===== src/rtl/tw_irq_pkg.sv =====
package tw_irq_pkg;
  localparam int STAT_W   = 16;
  localparam int REG_W    = 32;
  localparam int EVT_W    = 9;
  localparam int INFO_W   = 4;
  localparam int SRC_LSB  = 4;
  localparam int BIT_RXHI = 13;
  localparam int BIT_TEXT = 14;
  localparam int BIT_TLOW = 15;
  localparam int N_TMR    = 2;

  typedef enum logic [1:0] {
    RX_NONE   = 2'd0,
    RX_MANUAL = 2'd1,
    RX_AUTO   = 2'd2,
    RX_SEQ    = 2'd3
  } rx_mode_e;
endpackage


===== src/rtl/tw_low_timer.sv =====
module tw_low_timer #(
  parameter int LIMIT = 1000,
  localparam int CW = $clog2(LIMIT + 1)
) (
  input  logic clk_i,
  input  logic rst_ni,
  input  logic run_i,
  output logic expire_o
);
  logic [CW-1:0] cnt_q;

  // saturates at LIMIT so one low period yields one pulse
  always_ff @(posedge clk_i or negedge rst_ni) begin
    if (!rst_ni)                 cnt_q <= '0;
    else if (!run_i)             cnt_q <= '0;
    else if (cnt_q != CW'(LIMIT)) cnt_q <= cnt_q + 1'b1;
  end

  assign expire_o = run_i && (cnt_q == CW'(LIMIT - 1));
endmodule


===== src/rtl/tw_rx_hi.sv =====
module tw_rx_hi
  import tw_irq_pkg::*;
#(
  parameter int DEPTH    = 8,
  parameter int HI_LEVEL = 4,
  parameter int REM_W    = 16,
  localparam int CNT_W   = $clog2(DEPTH + 1),
  localparam int FW      = REM_W + 1
) (
  input  logic [1:0]       rx_mode_i,
  input  logic [CNT_W-1:0] rx_count_i,
  input  logic [REM_W-1:0] rx_remain_i,
  output logic             hi_o
);
  logic [FW-1:0] free_w;
  logic          active_w;

  assign active_w = rx_mode_e'(rx_mode_i) != RX_NONE;
  assign free_w   = (rx_count_i >= CNT_W'(DEPTH)) ? '0
                  : FW'(CNT_W'(DEPTH) - rx_count_i);
  assign hi_o     = active_w && (rx_count_i >= CNT_W'(HI_LEVEL))
                  && ({1'b0, rx_remain_i} > free_w);
endmodule


===== src/rtl/tw_stat_reg.sv =====
module tw_stat_reg
  import tw_irq_pkg::*;
(
  input  logic              clk_i,
  input  logic              rst_ni,
  input  logic              clr_i,
  input  logic [STAT_W-1:0] set_i,
  input  logic              lvl_i,
  output logic [STAT_W-1:0] stat_o
);
  for (genvar b = 0; b < STAT_W; b++) begin : g_bit
    if (b == BIT_RXHI) begin : g_lvl
      always_ff @(posedge clk_i or negedge rst_ni) begin
        if (!rst_ni) stat_o[b] <= 1'b0;
        else         stat_o[b] <= lvl_i;
      end
    end else begin : g_sticky
      // set has priority over clear
      always_ff @(posedge clk_i or negedge rst_ni) begin
        if (!rst_ni) stat_o[b] <= 1'b0;
        else         stat_o[b] <= set_i[b] | (stat_o[b] & ~clr_i);
      end
    end
  end
endmodule


===== src/rtl/tw_irq_out.sv =====
module tw_irq_out #(
  parameter int SRC_W = 12
) (
  input  logic             clk_i,
  input  logic             rst_ni,
  input  logic             en_i,
  input  logic [SRC_W-1:0] src_i,
  output logic             irq_o
);
  always_ff @(posedge clk_i or negedge rst_ni) begin
    if (!rst_ni) irq_o <= 1'b0;
    else         irq_o <= en_i & (|src_i);
  end
endmodule


===== src/rtl/tw_irq_status.sv =====
module tw_irq_status
  import tw_irq_pkg::*;
#(
  parameter int DEPTH     = 8,
  parameter int HI_LEVEL  = 4,
  parameter int REM_W     = 16,
  parameter int LOW_LIMIT = 1000,
  parameter int EXT_LIMIT = 4000,
  localparam int CNT_W    = $clog2(DEPTH + 1)
) (
  input  logic              clk_i,
  input  logic              rst_ni,
  input  logic              scl_low_i,
  input  logic              bus_owned_i,
  input  logic              cmd_start_i,
  input  logic [1:0]        rx_mode_i,
  input  logic [CNT_W-1:0]  rx_count_i,
  input  logic [REM_W-1:0]  rx_remain_i,
  input  logic              rx_flush_i,
  input  logic [EVT_W-1:0]  evt_i,
  input  logic [INFO_W-1:0] info_i,
  input  logic              irq_en_i,
  input  logic              rd_en_i,
  output logic [REG_W-1:0]  rd_data_o,
  output logic              irq_o
);
  logic [N_TMR-1:0]  tmr_exp_w;
  logic              tmr_run_w;
  logic              rx_hi_w;
  logic [STAT_W-1:0] set_w;
  logic [STAT_W-1:0] stat_w;

  assign tmr_run_w = scl_low_i & bus_owned_i;

  // timer 0: clock-low limit, timer 1: extended limit
  for (genvar t = 0; t < N_TMR; t++) begin : g_tmr
    localparam int LIM = (t == 0) ? LOW_LIMIT : EXT_LIMIT;
    tw_low_timer #(.LIMIT(LIM)) u_tmr (
      .clk_i   (clk_i),
      .rst_ni  (rst_ni),
      .run_i   (tmr_run_w),
      .expire_o(tmr_exp_w[t])
    );
  end

  tw_rx_hi #(
    .DEPTH   (DEPTH),
    .HI_LEVEL(HI_LEVEL),
    .REM_W   (REM_W)
  ) u_rx_hi (
    .rx_mode_i  (rx_mode_i),
    .rx_count_i (rx_count_i),
    .rx_remain_i(rx_remain_i),
    .hi_o       (rx_hi_w)
  );

  assign set_w = {tmr_exp_w[0], tmr_exp_w[1], 1'b0, evt_i, info_i};

  tw_stat_reg u_stat (
    .clk_i (clk_i),
    .rst_ni(rst_ni),
    .clr_i (rd_en_i | cmd_start_i),
    .set_i (set_w),
    .lvl_i (rx_hi_w & ~rx_flush_i),
    .stat_o(stat_w)
  );

  tw_irq_out #(.SRC_W(STAT_W - SRC_LSB)) u_irq (
    .clk_i (clk_i),
    .rst_ni(rst_ni),
    .en_i  (irq_en_i),
    .src_i (stat_w[STAT_W-1:SRC_LSB]),
    .irq_o (irq_o)
  );

  assign rd_data_o = {{(REG_W - STAT_W){1'b0}}, stat_w};
endmodule


===== config.mk =====
export PLATFORM = sky130hd
export DESIGN_NAME = tw_irq_status
export DESIGN_NICKNAME = d
export VERILOG_FILES = /design/src/rtl/tw_irq_pkg.sv /design/src/rtl/tw_low_timer.sv /design/src/rtl/tw_rx_hi.sv /design/src/rtl/tw_stat_reg.sv /design/src/rtl/tw_irq_out.sv /design/src/rtl/tw_irq_status.sv
export SDC_FILE = /design/constraint.sdc
export NUM_CORES = 1
export LEC_CHECK = 0
export ABC_AREA = 1
export BUFFER_PORTS_ARGS = -buffer_cell sky130_fd_sc_hd__buf_4
export CAP_MARGIN = 30
export CORE_MARGIN = 5
export CORE_UTILIZATION = 35
export DETAILED_ROUTE_END_ITERATION = 7
export GPL_TIMING_DRIVEN = 0
export SLEW_MARGIN = 20
export SYNTH_ARGS = -nofsm -noshare
export SYNTH_HDL_FRONTEND = slang
export SYNTH_SLANG_ARGS = --single-unit

===== constraint.sdc =====
create_clock -name clk_i -period 1.17 [get_ports clk_i]
set_input_delay 0.234 -clock clk_i [delete_from_list [all_inputs] [get_ports clk_i]]
set_output_delay 0.234 -clock clk_i [all_outputs]
set_load 0.03 [all_outputs]

# Word-level counts from Yosys, hierarchy flattened
# Index checks and enable logic that the tools add are counted.
# word_totals
wordCells	78
inputBits	43
reg_bits	39
output_inout_bits	33
# op_classes
n_eq_ne	6
muxes	5
reduce_logical	6
bitwise_logic	36
n_lt_le_gt_ge	3
addsub	3
# op_table
cell	count
12-bit 2-to-1 mux	2
10-bit 2-to-1 mux	2
1-bit AND	18
16-bit by 17-bit greater-than comparator with 1-bit output	1
17-bit 2-to-1 mux	1
1-bit bitwise OR	16
12-bit by 1-bit adder with 12-bit output (second input constant)	1
12-bit == test (second input constant)	1
12-bit inequality test (second input constant)	1
12-bit OR reduction	1
10-bit by 1-bit adder with 10-bit output (second input constant)	1
10-bit == test (second input constant)	1
10-bit inequality test (second input constant)	1
4-bit by 4-bit subtractor with 5-bit output (first input constant)	1
4-bit by 3-bit >= comparator with 1-bit output (second input constant)	1
4-bit >= comparator (second input constant)	1
1-bit logical AND	4
2-bit by 1-bit inequality test with 1-bit output (second input constant)	1
2-bit inequality test (second input constant)	1
1-bit inverter	2
2-bit nonzero test	1

# Longest topological paths before layout
# depth
depth_word	5
depth_mapped	17
mapped_depth_nobuf	17

# Modules after synthesis
# From an unflattened synthesis, not the netlist that was laid out.
# unflattened
hier_cells	383
area_unflattened_um2	2752.6
# by_module_without_submodules
module	cells_each	seq_area_each_um2	n_inst	area_per_inst_um2
tw_low_timer (g_tmr[1].u_tmr)	107	300.3	1	760.7
tw_low_timer (g_tmr[0].u_tmr)	81	250.2	1	594.3
tw_stat_reg	63	400.4	1	586.8
tw_rx_hi	95	0.0	1	584.3
tw_irq_status	24	0.0	1	152.6
tw_irq_out	13	25.0	1	73.8

# Least setup slack after synthesis
# OpenSTA, ideal clock, no wires.
# synth_timing
path_type	in2reg
from	input rx_count_i[0]
to	register u_stat.stat_o[13]
n_path_buf	0
setup_time_ps	113
t_required_ps	1057
t_arrival_ps	2007
path_stages	14
setup_slack_ps	-950
path_cell_list	inv_1 > ha_1 > inv_1 > nand4_1 > ha_1 > nand2_1 > nor2_1 > inv_1 > nor2_1 > inv_1 > nor2_1 > nor2_1 > nand2_1 > inv_1
# synth_via
elab_chain_len	5
elab_cells_between_ends	8
classes_between	add/sub (1); order compare (3); mux (1); bitwise (1); reduce/logical (2)
# synth_rtl
element	line_no	text
start, declared	tw_irq_status.sv:17	input logic [CNT_W-1:0] rx_count_i,
4-bit by 4-bit subtractor with 5-bit output / 4-bit >= comparator (equally long branches)	tw_rx_hi.sv:20, tw_rx_hi.sv:19	
17-bit 2-to-1 mux	tw_rx_hi.sv:19	assign free_w = (rx_count_i >= CNT_W'(DEPTH)) ? '0
16-bit by 17-bit greater-than comparator with 1-bit output	tw_rx_hi.sv:22	&& ({1'b0, rx_remain_i} > free_w);
1-bit logical AND (*)	tw_rx_hi.sv:22	
1-bit AND (*)	tw_irq_status.sv:64	.lvl_i (rx_hi_w & ~rx_flush_i),
named net u_stat.lvl_i	tw_stat_reg.sv:8	input logic lvl_i,
end signal, assigned by index	tw_stat_reg.sv:15	else stat_o[b] <= lvl_i;
end, declared	tw_stat_reg.sv:9	output logic [STAT_W-1:0] stat_o
# Mark *: on every way through the listed nets, which the timed path passes. The rest lies on a longest branch.
# A chain may end at the register's enable or synchronous reset.

# Final worst setup path
# Ends and elaborated chain as after synthesis.

==> impl_metrics.env <==
export IMPL_grt_overflow=0
export IMPL_post_drt_wl_per_cell_um=12.24
export IMPL_worst_slack_ns=-0.3874
export IMPL_path_buf_inv=7
export IMPL_fillers=635
export IMPL_violations="negative setup slack"
export IMPL_final_common_cell="buf_4"
export IMPL_fin_crit_ns=1.557
export IMPL_power_density_nw_per_um2=857.4
export IMPL_worstSetupPathType="in -> reg"
export IMPL_synth_top_area_share_pct=39.41
export IMPL_area_growth_pct=57.00
export IMPL_gp_congestion=0.7884
export IMPL_drtPass1Iterations=4
export IMPL_drive_gt1_share_pct=47.23
export IMPL_vias_per_cell=4.464
export IMPL_cts_htree_levels=2
export IMPL_synthCells=300
export IMPL_period_share_pct=133.1
export IMPL_hold_violations=0
export IMPL_r2r_start="g_tmr[1].u_tmr.cnt_q[1]$_DFFE_PN0P_"
export IMPL_clkLatencyLatePin_ns=0.30
export IMPL_path_clk_slew_ns=0.09
export IMPL_vias=2281
export IMPL_rsz0062_at_grt="yes"
export IMPL_start_util_pct=36.25
export IMPL_slew_headroom_pct=63.01
export IMPL_ir_worst_vdd_uv=470.3
export IMPL_leakagePower_uw=0.001873
export IMPL_path_cells="buf_8 -> inv_8 -> ha_4 -> inv_2 -> nand4_1 -> buf_6 -> ha_4 -> nand2_4 -> nor2_4 -> inv_2 -> nor2_2 -> inv_1 -> nor2_1 -> nor2_1 -> nand2_1 -> inv_1"
export IMPL_cp_max_fo=7
export IMPL_cts_buffers=5
export IMPL_end_kind="flop"
export IMPL_hold_start="info_i[3]"
export IMPL_ys_seq_elements=39
export IMPL_critPathMaxStageDelay_ns=0.28
export IMPL_post_route_util_pct=56.90
export IMPL_dp_hpwl_um=4195
export IMPL_cp_top_family="simple AND/OR/NAND/NOR gates"
export IMPL_synth_top_cell_by_area="dfrtp_1"
export IMPL_ios=76
export IMPL_synth_cell_types=35
export IMPL_antenna_cells=0
export IMPL_setup_tns_ns=-2.026
export IMPL_r2r_slack_ns=-0.22
export IMPL_worstPathRequired_ns=1.37
export IMPL_antenna_found_initial=0
export IMPL_grt_max_degree=40
export IMPL_fmax_mhz=642.1
export IMPL_yosysSeqAreaShare_pct=39.41
export IMPL_cts_tree="done"
export IMPL_grt_pass1_wl_um=10250
export IMPL_worstHoldEndpoint="u_stat.stat_o[3]$_DFF_PN0_"
export IMPL_grt_pass1_vias=2376
export IMPL_worst_pin_slew_ns=0.5549
export IMPL_mappedNetlistArea_um2=2476
export IMPL_design_area_um2=3887
export IMPL_die_h_um=94.11
export IMPL_portBuffers=59
export IMPL_fin_skew_ns=0.006520
export IMPL_dr_first_iter_drc_count=39
export IMPL_power_uw=3333
export IMPL_row_count=30
export IMPL_placed_area_um2=3131
export IMPL_core_area_um2=6832
export IMPL_holdPathStages=2
export IMPL_synth_area_per_cell_um2=8.254
export IMPL_slew_violations=0
export IMPL_run_status="finished, violations left"
export IMPL_final_antenna_net_count=0
export IMPL_cp_arrival_ns=1.75
export IMPL_crit_path_start_kind="input pin"
export IMPL_layout_common_cells="94 x buf_4, 44 x inv_1, 37 x dfrtp_1"
export IMPL_cts_buffer_depth=2
export IMPL_r2r_end="g_tmr[1].u_tmr.cnt_q[10]$_DFFE_PN0P_"
export IMPL_synth_area_leaders="dfrtp_1 39%, ha_1 11%, inv_1 8.2%"
export IMPL_drc=0
export IMPL_die_x_um=94.11
export IMPL_drt_total_wl_um=6254
export IMPL_yosysWarningCount=0
export IMPL_crit_slowest_cell="ha_4"
export IMPL_setup_violations=21
export IMPL_cts_root_buf="clkbuf_8"
export IMPL_min_path_type="in -> reg"
export IMPL_grtUsageTotal_pct=14.23
export IMPL_nets=479
export IMPL_die_area_um2=8857
export IMPL_clkSinkCount=39
export IMPL_drv_cap=0
export IMPL_rr_worst_depth=8
## cells in the mapped netlist, drive strengths merged
| library cell | instances |
|---|---|
| nand2 | 43 |
| a31oi | 3 |
| nand3b | 1 |
| xnor2 | 1 |
| o22ai | 1 |
| buf | 18 |
| a211oi | 1 |
| nand4 | 7 |
| xor2 | 3 |
| o21bai | 15 |
| nor3 | 10 |
| inv | 55 |
| nand3 | 14 |
| a21oi | 15 |
| nor2 | 30 |
| o21ai | 10 |
| nor4 | 5 |
| or2 | 3 |
| nor3b | 1 |
| dfrtp | 39 |
| clkinv | 1 |
| conb | 1 |
| ha | 22 |
| clkbuf | 1 |
## flip-flops by register name, indices dropped and copies added, names as in the netlist
name               flops
u_irq.irq_o            1
g_tmr.u_tmr.cnt_q     22
u_stat.stat_o         16
## final cells by class
type,count,area (µm²),area share [%]
Multi-Input combinational cell,201,1541,39.65
Timing Repair Buffer,92,754.5,19.41
Sequential cell,39,978.4,25.17
Buffer,19,132.6,3.412
Inverter,56,244.0,6.276
Tap cell,96,120.1,3.090
Clock inverter,3,47.55,1.223
Clock buffer,5,68.82,1.770
## logic make-up after synthesis
kind of cell | after synthesis | share of synthesized area [%]
other cells | 1 | 0.1514
flops | 39 | 39.41
buf+inv | 75 | 13.84
fa+ha+maj | 22 | 11.12
simple gates | 114 | 22.99
xor+xnor | 4 | 1.415
compound gates | 45 | 11.07
## report_power, final
group / total (µW) / internal, µW / switching, µW / leakage (µW)
combinational: 748 / 342 / 405 / 0.00131
clock: 1170 / 647 / 521 / 0.0000587
sequential: 1420 / 1390 / 30.7 / 0.000501
## per-layer routing
layer	routed length [µm]	up-vias	global-route usage, %
met5	0	-	0
met4	52	0	3.971
met3	364	4	3.846
met2	3065	48	23.48
met1	2772	1059	18.22
li1	-	1170	-
## worst max path at each step
| stage | cells past startpoint | from | end |
|---|---|---|---|
| after floorplan | 14 | rx_count_i[1] | u_stat.stat_o[13]$_DFF_PN0_ |
| after global placement | 15 | rx_count_i[1] | u_stat.stat_o[13]$_DFF_PN0_ |
| after detailed placement | 13 | rx_count_i[1] | u_stat.stat_o[13]$_DFF_PN0_ |
| after CTS | 16 | rx_count_i[1] | u_stat.stat_o[13]$_DFF_PN0_ |
| after global routing | 14 | rx_count_i[1] | u_stat.stat_o[13]$_DFF_PN0_ |
| final | 16 | rx_count_i[0] | u_stat.stat_o[13]$_DFF_PN0_ |
## metrics by stage
step	hold slack (ns)	setup slack, ns	std cells
floorplan	-0.06159	-0.8026	315
global placement	0.2419	-1.291	470
detailed placement	0.2437	-1.364	470
CTS	0.1222	-0.3865	496
global route	0.1120	-0.5416	511
finish	0.1205	-0.3874	511
## timing repair
action	4_1_cts	5_1_grt
hold buffers	1	0
endpoints found under the hold margin	39	0
pin swaps	15	35
buffers inserted	16	17
setup endpoints to repair	14	24
resized for setup	42	61
gates cloned	1	0
No activity file was read; power rests on OpenSTA's default activity.
